<file path="src/rtl/raid5_pkg.sv">
package raid5_pkg;
  localparam int unsigned DEF_UNITS   = 5;
  localparam int unsigned DEF_BLK_W   = 32;
  localparam int unsigned DEF_LADDR_W = 16;

  typedef enum logic [2:0] {
    ST_IDLE,
    ST_RD1,   // single read of a logical read
    ST_RDS,   // old data + old parity reads
    ST_CALC,  // parity update
    ST_WRS,   // new data + new parity writes
    ST_DONE
  } seq_state_e;
endpackage

</file>
<file path="src/rtl/raid5_map.sv">
module raid5_map #(
  parameter int unsigned NUM_UNITS = 5,
  parameter int unsigned LADDR_W   = 16,
  localparam int unsigned DPR      = NUM_UNITS - 1,
  localparam int unsigned COL_W    = $clog2(NUM_UNITS)
) (
  input  logic [LADDR_W-1:0] addr_i,
  output logic [LADDR_W-1:0] row_o,
  output logic [COL_W-1:0]   dcol_o,
  output logic [COL_W-1:0]   pcol_o
);
  localparam logic [COL_W-1:0] LAST_COL = COL_W'(NUM_UNITS - 1);

  logic [LADDR_W-1:0] off_full, rmod_full;
  logic [COL_W-1:0]   off;

  assign row_o     = addr_i / LADDR_W'(DPR);
  assign off_full  = addr_i % LADDR_W'(DPR);
  assign rmod_full = row_o % LADDR_W'(NUM_UNITS);
  assign off       = off_full[COL_W-1:0];
  assign pcol_o    = LAST_COL - rmod_full[COL_W-1:0];
  // skip over the parity column
  assign dcol_o    = (off >= pcol_o) ? off + COL_W'(1) : off;
endmodule

</file>
<file path="src/rtl/raid5_seq.sv">
module raid5_seq
  import raid5_pkg::*;
#(
  parameter int unsigned NUM_UNITS = 5,
  parameter int unsigned BLK_W     = 32,
  parameter int unsigned LADDR_W   = 16,
  localparam int unsigned COL_W    = $clog2(NUM_UNITS)
) (
  input  logic               clk_i,
  input  logic               rst_ni,
  input  logic               req_i,
  input  logic               we_i,
  input  logic [BLK_W-1:0]   wdata_i,
  input  logic [LADDR_W-1:0] map_row_i,
  input  logic [COL_W-1:0]   map_dcol_i,
  input  logic [COL_W-1:0]   map_pcol_i,
  input  logic               data_ack_i,
  input  logic               par_ack_i,
  input  logic [BLK_W-1:0]   data_rdata_i,
  input  logic [BLK_W-1:0]   par_rdata_i,
  output logic               busy_o,
  output logic               done_o,
  output logic [BLK_W-1:0]   rdata_o,
  output logic               data_req_o,
  output logic               par_req_o,
  output logic               wr_o,
  output logic [LADDR_W-1:0] row_o,
  output logic [COL_W-1:0]   dcol_o,
  output logic [COL_W-1:0]   pcol_o,
  output logic [BLK_W-1:0]   new_data_o,
  output logic [BLK_W-1:0]   new_par_o
);
  seq_state_e state_q, state_d;
  logic d_ok_q, p_ok_q, d_done, p_done;
  logic [BLK_W-1:0] old_d_q, old_p_q;

  assign d_done = d_ok_q | data_ack_i;
  assign p_done = p_ok_q | par_ack_i;

  always_comb begin
    state_d = state_q;
    unique case (state_q)
      ST_IDLE: if (req_i) state_d = we_i ? ST_RDS : ST_RD1;
      ST_RD1:  if (data_ack_i) state_d = ST_DONE;
      ST_RDS:  if (d_done && p_done) state_d = ST_CALC;
      ST_CALC: state_d = ST_WRS;
      ST_WRS:  if (d_done && p_done) state_d = ST_DONE;
      ST_DONE: state_d = ST_IDLE;
      default: state_d = ST_IDLE;
    endcase
  end

  always_ff @(posedge clk_i or negedge rst_ni) begin
    if (!rst_ni) begin
      state_q    <= ST_IDLE;
      d_ok_q     <= 1'b0;
      p_ok_q     <= 1'b0;
      old_d_q    <= '0;
      old_p_q    <= '0;
      row_o      <= '0;
      dcol_o     <= '0;
      pcol_o     <= '0;
      new_data_o <= '0;
      new_par_o  <= '0;
    end else begin
      state_q <= state_d;
      if (state_q == ST_IDLE && req_i) begin
        row_o      <= map_row_i;
        dcol_o     <= map_dcol_i;
        pcol_o     <= map_pcol_i;
        new_data_o <= wdata_i;
        d_ok_q     <= 1'b0;
        p_ok_q     <= 1'b0;
      end else if (state_q == ST_CALC) begin
        new_par_o <= old_p_q ^ old_d_q ^ new_data_o;
        d_ok_q    <= 1'b0;
        p_ok_q    <= 1'b0;
      end else begin
        if (data_ack_i) d_ok_q <= 1'b1;
        if (par_ack_i)  p_ok_q <= 1'b1;
      end
      if ((state_q == ST_RD1 || state_q == ST_RDS) && data_ack_i) old_d_q <= data_rdata_i;
      if (state_q == ST_RDS && par_ack_i) old_p_q <= par_rdata_i;
    end
  end

  assign busy_o     = (state_q != ST_IDLE);
  assign done_o     = (state_q == ST_DONE);
  assign rdata_o    = old_d_q;
  assign wr_o       = (state_q == ST_WRS);
  assign data_req_o = (state_q == ST_RD1 || state_q == ST_RDS || state_q == ST_WRS) && !d_ok_q;
  assign par_req_o  = (state_q == ST_RDS || state_q == ST_WRS) && !p_ok_q;


  wr_after_reads_chk: assert property (@(posedge clk_i) disable iff (!rst_ni)
    $rose(wr_o) |-> $past(state_q == ST_CALC));

  done_pulse_chk: assert property (@(posedge clk_i) disable iff (!rst_ni)
    done_o |=> !done_o && !busy_o);

  done_after_acks_chk: assert property (@(posedge clk_i) disable iff (!rst_ni)
    $rose(done_o) |-> $past(data_ack_i || par_ack_i));

  hold_request_chk: assert property (@(posedge clk_i) disable iff (!rst_ni)
    busy_o |=> $stable(row_o) && $stable(dcol_o) && $stable(new_data_o));
endmodule

</file>
<file path="src/rtl/raid5_unit_if.sv">
module raid5_unit_if #(
  parameter int unsigned NUM_UNITS = 5,
  parameter int unsigned BLK_W     = 32,
  parameter int unsigned LADDR_W   = 16,
  parameter int unsigned UNIT_IDX  = 0,
  localparam int unsigned COL_W    = $clog2(NUM_UNITS)
) (
  input  logic               clk_i,
  input  logic               rst_ni,
  input  logic               ack_i,
  input  logic               data_req_i,
  input  logic               par_req_i,
  input  logic               wr_i,
  input  logic [COL_W-1:0]   dcol_i,
  input  logic [COL_W-1:0]   pcol_i,
  input  logic [LADDR_W-1:0] row_i,
  input  logic [BLK_W-1:0]   data_wdata_i,
  input  logic [BLK_W-1:0]   par_wdata_i,
  output logic               req_o,
  output logic               we_o,
  output logic [LADDR_W-1:0] addr_o,
  output logic [BLK_W-1:0]   wdata_o
);
  localparam logic [COL_W-1:0] MY_COL = COL_W'(UNIT_IDX);

  logic is_data, is_par;
  assign is_data = (dcol_i == MY_COL);
  assign is_par  = (pcol_i == MY_COL);
  assign req_o   = (data_req_i && is_data) || (par_req_i && is_par);
  assign we_o    = wr_i && req_o;
  assign addr_o  = row_i;
  assign wdata_o = is_data ? data_wdata_i : par_wdata_i;


  req_hold_chk: assert property (@(posedge clk_i) disable iff (!rst_ni)
    req_o && !ack_i |=> req_o && $stable(addr_o) && $stable(we_o) && $stable(wdata_o));
endmodule

</file>
<file path="src/rtl/raid5_wr_ctrl.sv">
module raid5_wr_ctrl
  import raid5_pkg::*;
#(
  parameter int unsigned NUM_UNITS = DEF_UNITS,
  parameter int unsigned BLK_W     = DEF_BLK_W,
  parameter int unsigned LADDR_W   = DEF_LADDR_W,
  localparam int unsigned COL_W    = $clog2(NUM_UNITS)
) (
  input  logic                         clk_i,
  input  logic                         rst_ni,
  input  logic                         req_i,
  input  logic                         we_i,
  input  logic [LADDR_W-1:0]           addr_i,
  input  logic [BLK_W-1:0]             wdata_i,
  output logic                         busy_o,
  output logic                         done_o,
  output logic [BLK_W-1:0]             rdata_o,
  output logic [NUM_UNITS-1:0]         unit_req_o,
  output logic [NUM_UNITS-1:0]         unit_we_o,
  output logic [NUM_UNITS*LADDR_W-1:0] unit_addr_o,
  output logic [NUM_UNITS*BLK_W-1:0]   unit_wdata_o,
  input  logic [NUM_UNITS-1:0]         unit_ack_i,
  input  logic [NUM_UNITS*BLK_W-1:0]   unit_rdata_i
);
  logic [LADDR_W-1:0] map_row, s_row;
  logic [COL_W-1:0]   map_dcol, map_pcol, s_dcol, s_pcol;
  logic               data_req, par_req, wr;
  logic [BLK_W-1:0]   new_data, new_par;
  logic [BLK_W-1:0]   rd_arr [NUM_UNITS];
  logic               accept;

  assign accept = req_i && !busy_o;

  raid5_map #(.NUM_UNITS(NUM_UNITS), .LADDR_W(LADDR_W)) u_map (
    .addr_i (addr_i),
    .row_o  (map_row),
    .dcol_o (map_dcol),
    .pcol_o (map_pcol)
  );

  raid5_seq #(.NUM_UNITS(NUM_UNITS), .BLK_W(BLK_W), .LADDR_W(LADDR_W)) u_seq (
    .clk_i        (clk_i),
    .rst_ni       (rst_ni),
    .req_i        (req_i),
    .we_i         (we_i),
    .wdata_i      (wdata_i),
    .map_row_i    (map_row),
    .map_dcol_i   (map_dcol),
    .map_pcol_i   (map_pcol),
    .data_ack_i   (unit_ack_i[s_dcol]),
    .par_ack_i    (unit_ack_i[s_pcol]),
    .data_rdata_i (rd_arr[s_dcol]),
    .par_rdata_i  (rd_arr[s_pcol]),
    .busy_o       (busy_o),
    .done_o       (done_o),
    .rdata_o      (rdata_o),
    .data_req_o   (data_req),
    .par_req_o    (par_req),
    .wr_o         (wr),
    .row_o        (s_row),
    .dcol_o       (s_dcol),
    .pcol_o       (s_pcol),
    .new_data_o   (new_data),
    .new_par_o    (new_par)
  );

  for (genvar u = 0; u < NUM_UNITS; u++) begin : g_unit
    assign rd_arr[u] = unit_rdata_i[u*BLK_W +: BLK_W];
    raid5_unit_if #(
      .NUM_UNITS(NUM_UNITS), .BLK_W(BLK_W), .LADDR_W(LADDR_W), .UNIT_IDX(u)
    ) u_if (
      .clk_i        (clk_i),
      .rst_ni       (rst_ni),
      .ack_i        (unit_ack_i[u]),
      .data_req_i   (data_req),
      .par_req_i    (par_req),
      .wr_i         (wr),
      .dcol_i       (s_dcol),
      .pcol_i       (s_pcol),
      .row_i        (s_row),
      .data_wdata_i (new_data),
      .par_wdata_i  (new_par),
      .req_o        (unit_req_o[u]),
      .we_o         (unit_we_o[u]),
      .addr_o       (unit_addr_o[u*LADDR_W +: LADDR_W]),
      .wdata_o      (unit_wdata_o[u*BLK_W +: BLK_W])
    );
  end


  map_distinct_chk: assert property (@(posedge clk_i) disable iff (!rst_ni)
    accept |-> (map_dcol != map_pcol) && (map_dcol < COL_W'(NUM_UNITS))
               && (map_pcol < COL_W'(NUM_UNITS)));

  req_count_chk: assert property (@(posedge clk_i) disable iff (!rst_ni)
    $countones(unit_req_o) <= 2);

  idle_quiet_chk: assert property (@(posedge clk_i) disable iff (!rst_ni)
    !busy_o |-> (unit_req_o == '0));
endmodule

</file>
<file path="config.mk">
export PLATFORM = sky130hd
export DESIGN_NAME = raid5_wr_ctrl
export DESIGN_NICKNAME = d
export VERILOG_FILES = /design/src/rtl/raid5_pkg.sv /design/src/rtl/raid5_map.sv /design/src/rtl/raid5_seq.sv /design/src/rtl/raid5_unit_if.sv /design/src/rtl/raid5_wr_ctrl.sv
export SDC_FILE = /design/constraint.sdc
export NUM_CORES = 1
export LEC_CHECK = 0
export BUFFER_PORTS_ARGS = -buffer_cell sky130_fd_sc_hd__buf_2
export CAP_MARGIN = 20
export CELL_PAD_IN_SITES_DETAIL_PLACEMENT = 0
export CELL_PAD_IN_SITES_GLOBAL_PLACEMENT = 1
export CORE_AREA = 2 2 196 198
export DETAILED_ROUTE_END_ITERATION = 6
export DIE_AREA = 0 0 198 200
export PLACE_DENSITY = 0.86
export SLEW_MARGIN = 0
export SYNTH_ARGS = -nofsm -noshare
export SYNTH_HDL_FRONTEND = slang
export SYNTH_HIERARCHICAL = 1
export SYNTH_SLANG_ARGS = --single-unit
</file>
<file path="constraint.sdc">
create_clock -name clk_i -period 6.7 [get_ports clk_i]
set_input_delay 0.335 -clock clk_i [delete_from_list [all_inputs] [get_ports clk_i]]
set_output_delay 0.335 -clock clk_i [all_outputs]
set_load 0.01 [all_outputs]
</file>
# Yosys cells after proc, flatten, opt, wreduce, memory -nomap -nowiden
# Cells that the tools add are included.
dict set report word_totals {
  reg_bits 153
  input_bits 217
  output_inout_bits 284
  word_cells 109
}
dict set report classes {
  add_sub_neg 2
  n_div 1
  order_cmp 5
  eq_ne 17
  n_mux 28
  n_bitwise 7
  n_reduce_logical 39
}
# cell n
set ops {}
lappend ops {{$mux 32} 9}
lappend ops {{$bmux 32 s3} 2}
lappend ops {{$xor 32x32->32} 2}
lappend ops {{$logic_and 1x1->1} 21}
lappend ops {{$eq 3x2->1 const B} 6}
lappend ops {{$mod 14x3->16 const B} 1}
lappend ops {{$mux 3} 5}
lappend ops {{$pmux 3 s5} 1}
lappend ops {{$eq 3x3->1 const B} 4}
lappend ops {{$eq 3x1->1 const B} 3}
lappend ops {{$logic_not 3->1} 3}
lappend ops {{$reduce_bool 3->1} 3}
lappend ops {{$ge 4x4->1 const B} 2}
lappend ops {{$logic_or 1x1->1} 8}
lappend ops {{$lt 3x4->1 const B} 2}
lappend ops {{$mux 1} 8}
lappend ops {{$not 3->4} 2}
lappend ops {{$bmux 1 s3} 2}
lappend ops {{$ne 2x1->1 const B} 2}
lappend ops {{$ne 2x2->1 const B} 2}
lappend ops {{$reduce_and 4->1} 1}
lappend ops {{$add 2x1->3 const B} 1}
lappend ops {{$ge 2x3->1} 1}
lappend ops {{$sub 3x3->3 const A} 1}
lappend ops {{other kinds (5)} 7}

# Logic depth before layout (Yosys ltp)
# Gate-level depths: netlist of run 1.
dict set report logic_depth {
  depth_word 7
  ltp_mapped 33
  ltp_nobuf 30
}

# Hierarchy
# The synthesis of run 1 kept the hierarchy.
# module instances cells_each area_each_um2 seq_area_each_um2
set by_module_without_submodules {}
lappend by_module_without_submodules {raid5_seq 1 453 6398.6 3878.7}
lappend by_module_without_submodules {raid5_wr_ctrl 1 310 2693.8 0.0}
lappend by_module_without_submodules {raid5_map 1 264 1886.8 0.0}
lappend by_module_without_submodules {{raid5_unit_if (g_unit[1].u_if ...)} 3 56 566.8 0.0}
lappend by_module_without_submodules {{raid5_unit_if (g_unit[3].u_if)} 1 56 675.6 0.0}
lappend by_module_without_submodules {{raid5_unit_if (g_unit[0].u_if)} 1 56 561.8 0.0}

# Worst setup path before layout of run 1
# No wires, ideal clock.
dict set report synth_path {
  path_type {input-to-reg}
  from {in addr_i[11]}
  to {reg u_seq.dcol_o[1]}
  setup_ns 0.127
  arrival_time_ns 6.181
  t_required_ns 6.573
  path_slack_ns 0.392
  cell_stages 30
  path_cell_list {or4_4 a41oi_4 or2_1 buf_6 o21ai_1 a221o_1 buf_6 o32ai_1 nor3_2 o21bai_1 a22oi_1 ha_1 a21oi_1 a31oi_1 o32ai_2 xnor2_1 ha_1 nand2b_1 o21ai_1 nor3b_2 o21bai_1 xnor2_1 ha_1 a21oi_1 nor2_1 o2111ai_1 o221ai_1 nor2_2 mux2_4 mux2_1}
}
dict set report synth_between {
  elab_chain_len 4
}
# item line
set synth_rtl {}
lappend synth_rtl {{from (decl)} raid5_wr_ctrl.sv:13} ;# input logic [LADDR_W-1:0] addr_i,
lappend synth_rtl {{$mod 14x3->16} raid5_map.sv:19} ;# assign rmod_full = row_o % LADDR_W'(NUM_UNITS);
lappend synth_rtl {{$sub 3x3->3} raid5_map.sv:21} ;# assign pcol_o = LAST_COL - rmod_full[COL_W-1:0];
lappend synth_rtl {{$ge 2x3->1} raid5_map.sv:23} ;# assign dcol_o = (off >= pcol_o) ? off + COL_W'(1) : off;
lappend synth_rtl {{$mux 3} raid5_map.sv:23}
lappend synth_rtl {{via map_dcol[1]} raid5_wr_ctrl.sv:26} ;# logic [COL_W-1:0] map_dcol, map_pcol, s_dcol, s_pcol;
lappend synth_rtl {{to (signal assigned)} raid5_seq.sv:69} ;# dcol_o <= map_dcol_i;
lappend synth_rtl {{to (decl)} raid5_seq.sv:28} ;# output logic [COL_W-1:0] dcol_o,
# The timed path passes the listed nets, and every way through them passes these cells.
# A chain may end at the register's enable or synchronous reset.

# Worst setup path in the final report of run 1
# Ends and elaborated chain as after synthesis.

==> results of run 1 <==
-- area by class of cell --
| cell class | count | area share |
|---|---|---|
| diodes | 6 | 0.000896 |
| clock buffers | 20 | 0.0273 |
| repair buffers | 557 | 0.175 |
| well taps | 511 | 0.0382 |
| inverters | 17 | 0.00381 |
| flip-flops and latches | 155 | 0.232 |
| multi-input cells | 951 | 0.516 |
| clock inverters | 12 | 0.00612 |
-- worst max path at each step --
stage	endpoint	slack, ns	cells after the start
finish	u_seq/dcol_o[1]	0.46	31
CTS	u_seq/dcol_o[1]	0.31	31
floorplan	u_seq/dcol_o[1]	0.39	30
global placement	u_seq/dcol_o[1]	0.03	31
detailed placement	u_seq/dcol_o[1]	-0.13	31
global route	u_seq/dcol_o[1]	0.04	31
-- cell usage after synthesis, types with 5 or more instances --
cell        n
a22oi_1    29
o21ai_1    13
and3b_1     5
o31ai_1     5
nand3_1     7
buf_6      30
dfrtp_1   155
mux2_2    227
nor3b_1     6
o21a_1      8
a21o_1      5
a21oi_1    13
buf_2      24
a221o_1    32
or2_2       7
nand2_1    55
o21ai_0    57
mux2i_1    76
inv_1      16
buf_4     112
mux2_1     53
nor2_1     57
nor4bb_1   10
o22ai_1     6
nand2b_1    5
nor4_1      5
o32ai_1     6
mux2_4     56
xor2_1     36
clkbuf_1   17
nor3_1     19
o211ai_1    5
ha_1        7
xnor2_1    41
-- worst max-delay path: cells and delay by family --
kind	cells	cell delay, ns
multiplexers	2	0.61
AO/OA/AOI/OAI	16	2.91
adder cells (fa/ha/maj)	3	0.72
XOR/XNOR	2	0.41
buffers and inverters	2	0.34
AND/OR/NAND/NOR	6	1.21
-- routing by layer --
layer / vias to the layer above / global-route usage / part of all wire
met5: - / 0 / 0
met4: 0 / 0.0927 / 0.030
met3: 91 / 0.0454 / 0.063
met2: 502 / 0.395 / 0.49
met1: 5982 / 0.276 / 0.41
li1: 5532 / - / -
-- layout by cell type (no fill, tap or decap), drive strengths merged, types with 5 or more instances in the layout --
master / Yosys / routed
o2111ai: 6 / 6
mux2: 336 / 336
nor3: 23 / 23
nand2b: 6 / 6
or2: 8 / 8
o22ai: 6 / 6
buf: 168 / 556
or3: 5 / 5
and3b: 5 / 5
a21oi: 13 / 13
o21ai: 70 / 70
ha: 7 / 7
a221o: 32 / 32
nand2: 56 / 56
a22oi: 29 / 29
o32ai: 7 / 7
xor2: 36 / 36
dfrtp: 155 / 155
nor3b: 13 / 13
nor4: 5 / 5
nand3: 7 / 7
a21o: 5 / 5
nor4bb: 10 / 10
o31ai: 5 / 5
o211ai: 5 / 5
diode: 0 / 6
o21a: 8 / 8
nor2: 58 / 58
a31oi: 5 / 5
mux2i: 76 / 76
inv: 16 / 21
xnor2: 41 / 41
clkbuf: 17 / 20
-- where the power goes --
part           total [mW]  internal (mW)  switching, mW
logic                5.75           2.87           2.88
clock network       0.940          0.502          0.438
registers            2.08           1.38          0.698
total                8.78           4.76           4.02
-- registers in the layout, indices dropped and copies added (netlist names) --
| signal | flops |
|---|---|
| u_seq/new_data_o | 32 |
| u_seq/new_par_o | 32 |
| u_seq/old_p_q | 32 |
| u_seq/rdata_o | 32 |
| u_seq/row_o | 16 |
| u_seq/dcol_o | 3 |
| u_seq/pcol_o | 3 |
| u_seq/state_q | 3 |
| u_seq/d_ok_q | 1 |
| u_seq/p_ok_q | 1 |
-- metrics by stage --
| step | worst slack (ns) | hold slack (ns) | setup TNS [ns] | std cells | area (um^2) |
|---|---|---|---|---|---|
| after global placement | 0.0309 | 0.480 | 0 | 2189 | 16100 |
| final | 0.461 | 0.101 | 0 | 2229 | 16800 |
| after detailed placement | -0.134 | 0.490 | -0.148 | 2189 | 16100 |
| after CTS | 0.310 | 0.0686 | 0 | 2222 | 16700 |
| after floorplan | 0.392 | 0.0394 | 0 | 1308 | 13900 |
| after global routing | 0.0448 | 0.0823 | 0 | 2225 | 16700 |
-- timing repair --
action                     CTS  global route
hold buffers                 1             0
setup endpoints to repair    0             3
setup buffers                0             1
gates resized for setup      0             7
hold endpoints to repair    16             0
-- cells by family (layout without fill, tap and decap cells) --
| group | count (synthesis) | count (layout) | share of synthesized area |
|---|---|---|---|
| AO/OA/AOI/OAI | 228 | 228 | 0.126 |
| XOR/XNOR | 77 | 77 | 0.0485 |
| adder cells (fa/ha/maj) | 8 | 8 | 0.00701 |
| buffers and inverters | 202 | 606 | 0.105 |
| flip-flops | 155 | 155 | 0.279 |
| multiplexers | 412 | 412 | 0.342 |
| other | 1 | 8 | 0.000269 |
| AND/OR/NAND/NOR | 224 | 224 | 0.0935 |
==> run metrics, run 1 <==
outcome=finished clean; worst setup path start=addr_i[11]; PD cells=about 520 mW/mm^2; remaining antenna violation count=0; Post-synth EDFFs=0; total power=roughly 8.8 mW; Max-Cap Viols=0; Final Cycle Share=0.931; die span in y=200 um; relative slew slack=0.220; Nets=1923; gr usage total=0.227; Mapped Area=0.0139 mm^2; Worst R2R Setup Slack=2.75 ns; critical path startpoint category=primary input; FP Rows=71; routed via count=12107; Mapped Cells=1307; # H-tree levels=4; ys async rst share=1.00; worst-margin pin slew=1.17 ns; dominant cell type by area after synthesis=dfrtp_1; unrepaired setup endpoints after global routing=false; ys flop type=dfrtp_1; Final setup viols=0; final hold violations=0; width of the die=198 um; Leak=8.10 nW; Distinct cells, synth=87; PortBufs=500; crit-path max FO=10; CP Class=in -> reg; Clock Skews=between 0.015 and 0.02 ns; R2R Path End=u_seq/old_p_q[7]; WP data arrival=6.56 ns; antenna violations before repair=2; first drt pass iteration count=5; register bit count reported by yosys=155; routability congestion estimate=roughly 0.86; P&R area growth vs syn=20.4%; Worst Path Required=~7.0 ns; vias in the first global route=11656; Hold Path Cell Cnt=2; CTS tree=done; Die ar.=0.0396 mm^2; cts bufs inserted=17; share of Yosys cell area claimed by the top area cell type=0.279; grt ovf=0; Hold Path Origin=wdata_i[26]; Worst R2R Path Depth=7; f_max=160 MHz; DPL Wire Length=34000 um; Max clock buf depth=2; slowest CP cell=or4_4; Root Buffer=clkbuf_16; # fillers=3562; Starting Density=0.372; Synth area leaders=dfrtp_1 (28%), mux2_2 (18%), buf_4 (6.0%); Seq/Total Area, Yosys=0.279; Yosys Warn Count=6; largest net degree at the start of global routing=90; maximum vdd drop=0.242 mV; Ports=501; CP endpoint kind=flip-flop; worst skew pair latency=0.45 ns; Util after Layout=0.448; clock slew at reported path FFs=0.07 ns; first-pass GRT wire length=68400 um; clock sinks=around 160; CP most frequent cell=ha_1; DRC Markers=0; Hold EP=u_seq/new_data_o[26]; via density per instance=5.43; core footprint=0.0374 mm^2; worst r2r src=u_seq/pcol_o[1]; Worst path max stage delay=0.59 ns; fin. max-slew vios=0; drt total wl=around 47000 um; wire length per cell=21.2 um; Reg area=between 0.003 and 0.004 mm^2; footprint of the multi-input gates=between 0.008 and 0.009 mm^2; share of layout cells above drive strength 1=0.540; clock period minus worst slack=6.24 ns; starting DRC count in detailed routing=653; syn_area_per_cell=between 10 and 15 um^2; Hold WC Path Type=in -> reg
No activity file was read; power rests on OpenSTA's default activity.
==> run 2: changes to the inputs <==
--- a/config.mk
+++ b/config.mk
@@ -9,12 +9,13 @@
 export CAP_MARGIN = 20
 export CELL_PAD_IN_SITES_DETAIL_PLACEMENT = 0
 export CELL_PAD_IN_SITES_GLOBAL_PLACEMENT = 1
-export CORE_AREA = 2 2 196 198
+export CORE_MARGIN = 2
+export CORE_UTILIZATION = 36
 export DETAILED_ROUTE_END_ITERATION = 6
-export DIE_AREA = 0 0 198 200
-export PLACE_DENSITY = 0.86
+export PLACE_DENSITY = 0.84
 export SLEW_MARGIN = 0
 export SYNTH_ARGS = -nofsm -noshare
 export SYNTH_HDL_FRONTEND = slang
 export SYNTH_HIERARCHICAL = 1
 export SYNTH_SLANG_ARGS = --single-unit
+export TNS_END_PERCENT = 20
==> run metrics, run 2 (same netlist as run 1, synthesis figures left out) <==
first drt pass iteration count=5 (unchanged); final hold violations=0 (unchanged); die span in y=201 um (+0.31%); outcome=finished clean; Max-Cap Viols=0 (unchanged); most frequent cells in the layout=buf_2 (498), mux2_2 (227), dfrtp_1 (152), mux2i_1 (76), o21ai_0 (57); worst-margin pin slew=1.13 ns (-0.0355 ns); Ports=501 (unchanged); WP data arrival=6.55 ns (about the same); FP Rows=72 (+1.4%); drt total wl=47100 um (-0.42%); fin area=0.0167 mm^2 (about the same); via density per instance=5.40 (-0.63%); Max clock buf depth=2 (unchanged); core footprint=0.0384 mm^2 (+2.6%); DRC Markers=0 (unchanged); worst skew pair latency=0.45 ns (about the same); wire length per cell=21.1 um (-0.47%); largest net degree at the start of global routing=90 (unchanged); Clock Skews=0.0177 ns (+0.00190 ns); CTS tree=done; share of layout cells above drive strength 1=0.540 (about the same); P&R area growth vs syn=20.3% (about the same); Post-DP Area=0.0161 mm^2 (-0.29%); # H-tree levels=4 (unchanged); clock sinks=155 (unchanged); Final setup viols=0 (unchanged); PD cells=525 mW/mm^2 (+0.27%); grt ovf=0 (unchanged); maximum vdd drop=0.258 mV (+6.5%); Root Buffer=clkbuf_16; hold_ws=0.0991 ns (-0.00209 ns); first-pass GRT wire length=71200 um (+4.1%); routed via count=12036 (-0.59%); fin. max-slew vios=0 (unchanged); slowest CP cell=or4_4; PortBufs=500 (unchanged); CP Class=in -> reg; Worst path max stage delay=0.57 ns (-0.02 ns); critical path startpoint category=primary input; commonest non-fill, non-tap cell in the layout=buf_2; unrepaired setup endpoints after global routing=false; Worst Path Required=7.02 ns (about the same); relative slew slack=0.244 (+0.0237); clock period minus worst slack=6.23 ns (-0.00902 ns); footprint of the multi-input gates=0.00866 mm^2 (about the same); # fillers=3742 (+5.1%); total power=8.80 mW (+0.24%); remaining antenna violation count=0 (unchanged); Starting Density=0.363 (-0.00948); Hold WC Path Type=in -> reg; clock slew at reported path FFs=0.08 ns (about the same); f_max=161 MHz (+0.14%); DPL Wire Length=33300 um (-2.2%); Nets=1917 (-0.31%); cts bufs inserted=17 (unchanged); CP most frequent cell=ha_1; routability congestion estimate=0.915 (+6.7%); gr usage total=0.227 (about the same); width of the die=201 um (+1.3%); Reg area=0.00388 mm^2 (unchanged); antenna violations before repair=7 (+5); Final Cycle Share=0.930 (-0.00135); starting DRC count in detailed routing=850 (+30%); Die ar.=0.0402 mm^2 (+1.6%); Leak=8.09 nW (about the same); vias in the first global route=12133 (+4.1%); CP endpoint kind=flip-flop; Util after Layout=0.436 (-0.0115); crit-path max FO=10 (unchanged)
==> run 2: cell count changes in the layout (fill, tap and decap cells not counted), moves of 2 or more <==
cell / change
clkbuf_8: -2
buf_4: -7
clkinv_2: +3
inv_6: -2
a2111oi_0: +2
==> run 2: critical path, delay by kind of cell <==
family,cells,cell delay [ns]
xor gates and xnor gates,2,0.33
muxes,3,0.73
buffers and inverters,1,0.17
and+or+nand+nor,7,1.78
adders and majority gates,3,0.73
AOI/OAI and AO/OA,14,2.47
==> run 2: area by class of cell <==
type,count,area share
timing repair buffer,551,0.174
clock buffer,17,0.0254
tap,518,0.0387
clock inverter,15,0.00852
multi-input combinational,951,0.517
antenna,6,0.000897
inverter,17,0.00381
sequential,155,0.232
==> run 2: repair_timing <==
item	4_1_cts	5_1_grt
setup buffers	0	4
endpoints found under the setup margin	0	3
endpoints found under the hold margin	21	0
hold buffers	1	0
gates resized for setup	0	8
==> run 2: through the flow <==
stage	cells	TNS, ns	worst slack, ns
3_3_place_gp	2187	0	0.113
2_1_floorplan	1308	0	0.392
3_5_place_dp	2187	-0.148	-0.113
4_1_cts	2220	0	0.355
5_1_grt	2230	0	0.00633
6_report	2230	0	0.470
==> run 2: worst paths after layout <==
| path | start | end | slack [ns] | cells after the start |
|---|---|---|---|---|
| min in group asynchronous | rst_ni | u_seq/new_data_o[13] | 0.52 | 2 |
| min reg2reg | u_seq/old_p_q[1] | u_seq/old_p_q[1] | 0.51 | 1 |
| max in group asynchronous | rst_ni | u_seq/new_data_o[15] | 4.69 | 3 |
| max | addr_i[10] | u_seq/dcol_o[1] | 0.47 | 30 |
| max reg2reg | u_seq/pcol_o[1] | u_seq/old_p_q[20] | 2.76 | 7 |
| min | wdata_i[31] | u_seq/new_data_o[31] | 0.1 | 2 |
==> run 2: power by group <==
part | internal [mW] | switching [mW] | total, mW
Combinational | 2.87 | 2.92 | 5.79
Sequential | 1.39 | 0.671 | 2.06
Clock | 0.518 | 0.435 | 0.952
==> run 2: per-layer routing <==
layer	up-vias	GRT usage	part of all wire
met1	5908	0.290	0.43
met4	2	0.0952	0.031
li1	5539	-	-
met5	-	0	0.00023
met3	78	0.0326	0.053
met2	509	0.385	0.49
